## src/rtl/rearb_pkg.sv

```systemverilog
package rearb_pkg;
    localparam logic [1:0] TR_IDLE   = 2'b00;
    localparam logic [1:0] TR_BUSY   = 2'b01;
    localparam logic [1:0] TR_NONSEQ = 2'b10;
    localparam logic [1:0] TR_SEQ    = 2'b11;

    localparam logic [2:0] BURST_SINGLE = 3'b000;
    localparam logic [2:0] BURST_INCR   = 3'b001;

    // 16 is the longest boundary; every boundary divides it, so a
    // count modulo 16 decides all of them
    localparam int MAX_BOUNDARY = 16;
    localparam int BEAT_W       = $clog2(MAX_BOUNDARY);
endpackage

```

## src/rtl/rearb_beat_tracker.sv

```systemverilog
module rearb_beat_tracker
    import rearb_pkg::*;
#(
    parameter int CNT_W = BEAT_W
) (
    input  logic             clk,
    input  logic             rst_n,
    input  logic             beat,
    input  logic             first_beat,
    input  logic             idle_done,
    output logic [CNT_W-1:0] beat_num
);
    typedef struct packed {
        logic [CNT_W-1:0] cnt;
    } beat_st_t;

    beat_st_t st_d, st_q;

    always_comb begin
        st_d     = st_q;
        beat_num = first_beat ? CNT_W'(1) : st_q.cnt + CNT_W'(1);
        if (beat) begin
            st_d.cnt = beat_num;
        end else if (idle_done) begin
            st_d.cnt = '0;
        end
    end

    always_ff @(posedge clk or negedge rst_n) begin
        if (!rst_n) begin
            st_q <= '0;
        end else begin
            st_q <= st_d;
        end
    end

    // a completing NONSEQ beat always restarts the count at one
    p_restart_r9: assert property (@(posedge clk) disable iff (!rst_n)
        (beat && first_beat) |=> (st_q.cnt == CNT_W'(1)));

    // stalled cycles do not move the count
    p_hold_r9: assert property (@(posedge clk) disable iff (!rst_n)
        (!beat && !idle_done) |=> $stable(st_q.cnt));
endmodule

```

## src/rtl/rearb_boundary.sv

```systemverilog
module rearb_boundary
    import rearb_pkg::*;
#(
    parameter int CNT_W = BEAT_W
) (
    input  logic [2:0]       hburst,
    input  logic [1:0]       incr_split,
    input  logic [CNT_W-1:0] beat_num,
    output logic             hit
);
    logic [1:0]       size_code;
    logic [CNT_W-1:0] mask;

    always_comb begin
        // size_code 1/2/3 selects a 4/8/16 beat boundary, 0 none
        size_code = (hburst == BURST_INCR) ? incr_split : hburst[2:1];
        mask      = CNT_W'((32'd2 << size_code) - 32'd1);
        hit       = (size_code != 2'd0) && ((beat_num & mask) == '0);
    end
endmodule

```

## src/rtl/rearb_slot_timer.sv

```systemverilog
module rearb_slot_timer
    import rearb_pkg::*;
#(
    parameter int SLOT_W = 8
) (
    input  logic              clk,
    input  logic              rst_n,
    input  logic              start,
    input  logic              seq_beat,
    input  logic              idle_done,
    input  logic [SLOT_W-1:0] limit,
    output logic              expire_pt
);
    typedef struct packed {
        logic              armed;
        logic [SLOT_W-1:0] cnt;
    } slot_st_t;

    slot_st_t st_d, st_q;

    always_comb begin
        st_d      = st_q;
        expire_pt = st_q.armed && (st_q.cnt == '0) && seq_beat;
        if (idle_done) begin
            st_d.armed = 1'b0;
            st_d.cnt   = '0;
        end else if (start || expire_pt) begin
            st_d.armed = (limit != '0);
            st_d.cnt   = limit;
        end else if (st_q.armed && (st_q.cnt != '0)) begin
            st_d.cnt = st_q.cnt - SLOT_W'(1);
        end
    end

    always_ff @(posedge clk or negedge rst_n) begin
        if (!rst_n) begin
            st_q <= '0;
        end else begin
            st_q <= st_d;
        end
    end

    p_slot_load_r6: assert property (@(posedge clk) disable iff (!rst_n)
        (start && !idle_done && (limit != '0))
        |=> (st_q.armed && (st_q.cnt == $past(limit))));

    p_slot_tick_r6: assert property (@(posedge clk) disable iff (!rst_n)
        (st_q.armed && (st_q.cnt != '0) && !start && !idle_done)
        |=> (st_q.cnt == $past(st_q.cnt) - SLOT_W'(1)));

    p_slot_off_r7: assert property (@(posedge clk) disable iff (!rst_n)
        (start && !idle_done && (limit == '0)) |=> !st_q.armed);
endmodule

```

## src/rtl/rearb_point_detect.sv

```systemverilog
module rearb_point_detect
    import rearb_pkg::*;
#(
    parameter int SLOT_W = 8
) (
    input  logic              clk,
    input  logic              rst_n,
    input  logic [1:0]        htrans,
    input  logic [2:0]        hburst,
    input  logic              hready,
    input  logic [1:0]        incr_split,
    input  logic [SLOT_W-1:0] slot_limit,
    output logic              arb_point
);
    logic              completing;
    logic              first_beat;
    logic              seq_beat;
    logic              idle_done;
    logic [BEAT_W-1:0] beat_num;
    logic              bnd_hit;
    logic              slot_hit;

    always_comb begin
        completing = hready && htrans[1];
        first_beat = completing && (htrans == TR_NONSEQ);
        seq_beat   = completing && (htrans == TR_SEQ);
        idle_done  = hready && (htrans == TR_IDLE);
    end

    rearb_beat_tracker #(.CNT_W(BEAT_W)) u_beats (
        .clk        (clk),
        .rst_n      (rst_n),
        .beat       (completing),
        .first_beat (first_beat),
        .idle_done  (idle_done),
        .beat_num   (beat_num)
    );

    rearb_boundary #(.CNT_W(BEAT_W)) u_bound (
        .hburst     (hburst),
        .incr_split (incr_split),
        .beat_num   (beat_num),
        .hit        (bnd_hit)
    );

    rearb_slot_timer #(.SLOT_W(SLOT_W)) u_slot (
        .clk       (clk),
        .rst_n     (rst_n),
        .start     (first_beat),
        .seq_beat  (seq_beat),
        .idle_done (idle_done),
        .limit     (slot_limit),
        .expire_pt (slot_hit)
    );

    always_comb begin
        arb_point = idle_done
                 || (completing && ((hburst == BURST_SINGLE) || bnd_hit || slot_hit));
    end

    p_no_wait_r8: assert property (@(posedge clk) disable iff (!rst_n)
        (!hready || (htrans == TR_BUSY)) |-> !arb_point);

    p_idle_r1: assert property (@(posedge clk) disable iff (!rst_n)
        (hready && (htrans == TR_IDLE)) |-> arb_point);

    p_single_r2: assert property (@(posedge clk) disable iff (!rst_n)
        (hready && (htrans == TR_NONSEQ) && (hburst == BURST_SINGLE)) |-> arb_point);
endmodule

```

## config.mk

```make
export PLATFORM = sky130hd
export DESIGN_NAME = rearb_point_detect
export DESIGN_NICKNAME = d
export VERILOG_FILES = /design/src/rtl/rearb_pkg.sv /design/src/rtl/rearb_beat_tracker.sv /design/src/rtl/rearb_boundary.sv /design/src/rtl/rearb_slot_timer.sv /design/src/rtl/rearb_point_detect.sv
export SDC_FILE = /design/constraint.sdc
export NUM_CORES = 1
export LEC_CHECK = 0
export BUFFER_PORTS_ARGS = -buffer_cell sky130_fd_sc_hd__buf_4
export CORE_UTILIZATION = 40
export DETAILED_ROUTE_END_ITERATION = 10
export PLACE_DENSITY_LB_ADDON = 0.25
export SLEW_MARGIN = 20
export SYNTH_ARGS = -nofsm -noshare
export SYNTH_HDL_FRONTEND = slang
export SYNTH_SLANG_ARGS = --single-unit
```

## constraint.sdc

```tcl
create_clock -name clk -period 2.7 [get_ports clk]
set_clock_uncertainty 0.05 [all_clocks]
set_input_delay 0.54 -clock clk [delete_from_list [all_inputs] [get_ports clk]]
set_output_delay 0.54 -clock clk [all_outputs]
set_load 0.05 [all_outputs]
```

==> impl_metrics.yaml <==
global_route:
  grt_pass1_wl_um: 3926
  grtUsageMet3: 0.06087
  grt_pass1_vias: 890
  antenna_found_initial: 0
  met2_usage: 0.3184
  grt_max_degree: 14
  grt_use_met1: 0.2599
  grt_busiest_layer: "met2"
  grt_usage: 0.1956
  grt_overflow: 0
finish:
  syn_to_final_growth_pct: 19.23
  drive_gt1_frac: 0.2101
  fillerInstances: 225
  antenna_cells: 0
  nets: 160
clock_network:
  insertion_delay_ns: 0.27
  h-tree-depth: 1
  post_cts_buffers: 0
  cts_tree: "done"
  clockRootBuffer: "clkbuf_4"
  clkSlewWorstSetupHoldPaths_ns: 0.07
  cts.sinks: 13
  numCtsBuffers: 3
  clockBufferDepth: 2
pwr:
  leakagePower_nw: 0.5116
  ir_worst_vdd_uv: 446.5
  p_total_mw: 0.9062
  powerDensity_nw_per_um2: 753.6
critical_path:
  rrSetupSlack_ns: 0.71
  critPathRequiredTime_ns: 2.11
  arrival_ns: 1.97
  rr_endpoint: "u_slot.st_q[4]"
  setup.worst_path.class: "register to primary output"
  end_kind: "primary output"
  start_kind: "register"
  startpoint: "u_beats.st_q[0]"
  cp_max_fo: 5
  timing.rr.start: "u_slot.st_q[0]"
  r2r_cells: 7
synthesis:
  yosys_warnings: 0
  syn_inst: 119
  ys_seq_elements: 13
  synth.distinct_cells: 40
  ys_seq_area_frac: 0.3226
  avgSynthCellArea_um2: 8.475
  syn_nets: 140
  syn-cell-area_um2: 1008
place:
  globalplace.congestion: 0.8073
  dpl.hpwl_um: 1762
  numPortBuffers: 18
sta:
  worst_pin_slew_ns: 0.4559
  fin_crit_ns: 2.557
  timing.fmax_ghz: 0.3910
  fin_crit_sh: 0.9472
  rsz0062_at_grt: "no"
  setup-tns-final_ns: 0
  finalSetupViolCount: 0
  maxSlewViolCount: 0
  max_slew_margin: 0.6933
  final_hold_viol_count: 0
floorplan:
  io_pins: 19
  core_um2: 2297
  dieArea_um2: 2726
  die_y_um: 52.21
  start_util: 0.4390
  dieWidth_um: 52.21
  placementRows: 17
routing:
  routedWlPerCell_um: 13.71
  routed_wl_um: 2276
  drt_iter0_markers: 28
  num_vias: 927
  drc_errors: 0
  ant_nets: 0
  viasPerCell: 5.584
  drtPass1Iterations: 4
status:
  status: "finished clean"
hold_path:
  hold_class: "input pin to async pin"
job:
  max-cap-violations: 0
sequential cells by signal (all words and copies together) (netlist names):
signal / flops
u_slot.st_q: 9
u_beats.st_q: 4
final cells by class:
class	instances	area [µm²]	share of cell area
multi-input combinational	93	639.4	0.5317
sequential	13	325.3	0.2706
timing repair buffer	18	138.9	0.1155
inverter	10	37.54	0.03122
tap	28	35.03	0.02914
clock buffer	4	26.28	0.02185
layer usage:
metal  routed length (µm)  vias to the layer above
met5                    0                        -
met4                    0                        0
met3                   83                        0
met2                 1080                       14
met1                 1111                      437
li1                     -                      476
worst max-delay path by stage:
stage	end	slack [ns]
3_3_place_gp	arb_point	0.44
3_5_place_dp	arb_point	0.37
5_1_grt	arb_point	0.006
6_report	arb_point	0.14
2_1_floorplan	arb_point	0.24
4_1_cts	arb_point	0.13
cells by family after synthesis:
kind of cell    count (synthesis)  synth area share
compound gates                 36            0.2333
xor+xnor                        4           0.03474
flops                          13            0.3226
fa+ha+maj                       3           0.03722
simple gates                   42            0.2407
mux                             8           0.08065
buf+inv                        13           0.05087
worst max-delay path, stage by stage, from the launching register on:
cell	delay [ns]
dfrtp_1	0.43
ha_1	0.26
xnor2_1	0.16
o21ai_0	0.09
mux2_2	0.28
o32ai_2	0.28
buf_6	0.20
cell usage in the layout, fill, tap and decap left out, types with 3 or more instances in the layout:
cell type	count
a21oi_1	7
buf_4	17
clkbuf_4	3
dfrtp_1	13
ha_1	3
inv_1	10
mux2i_1	7
nand2_1	14
nand3_1	5
nor2_1	6
o211ai_1	3
o21ai_0	11
o22ai_1	3
xnor2_1	4
cell usage after synthesis:
library cell,n,area [µm²]
nand2_1,14,52.55
dfrtp_1,13,325.3
o21ai_0,11,55.05
inv_1,10,37.54
a21oi_1,7,35.03
mux2i_1,7,70.07
nor2_1,6,22.52
nand3_1,5,25.02
xnor2_1,4,35.03
ha_1,3,37.54
o211ai_1,3,22.52
o22ai_1,3,18.77
a31oi_1,2,12.51
buf_2,2,10.01
nand4_1,2,12.51
nor2b_1,2,12.51
nor4_1,2,12.51
a21boi_0,1,7.510
a21o_1,1,7.510
a21oi_2,1,8.760
a22o_1,1,8.760
a32o_1,1,10.01
and3_1,1,6.260
buf_1,1,3.750
mux2_2,1,11.26
nand2_2,1,6.260
nand2b_1,1,6.260
nor3_1,1,5.000
nor3_4,1,16.27
nor3b_1,1,7.510
nor4b_4,1,23.77
o21a_1,1,7.510
o21ai_1,1,5.000
o22ai_4,1,20.02
o31ai_1,1,7.510
o32ai_1,1,8.760
or3_1,1,6.260
or4_1,1,7.510
or4b_1,1,10.01
or4b_2,1,10.01
power breakdown:
part | internal (mW) | total (mW) | switching, mW
Combinational | 0.217 | 0.448 | 0.231
Sequential | 0.253 | 0.340 | 0.0871
Clock | 0.0573 | 0.119 | 0.0613
Total | 0.527 | 0.906 | 0.379
repair_timing:
item | in CTS | in global routing
gates resized for setup | 0 | 1
setup endpoints to repair | 0 | 1
hold buffers | 0 | 0
per-stage QoR:
step	cells	hold WS [ns]	utilization	worst slack, ns	instance area [µm²]
floorplan	119	0.1944	-	0.2427	1016
global placement	162	0.3479	0.5103	0.4388	1172
detailed placement	162	0.3489	0.5103	0.3679	1172
CTS	166	0.04347	0.5218	0.1252	1199
global route	166	0.03701	0.5234	0.005505	1202
finish	166	0.04782	0.5234	0.1426	1202
Note: power is estimated with default switching activity, not from simulation.
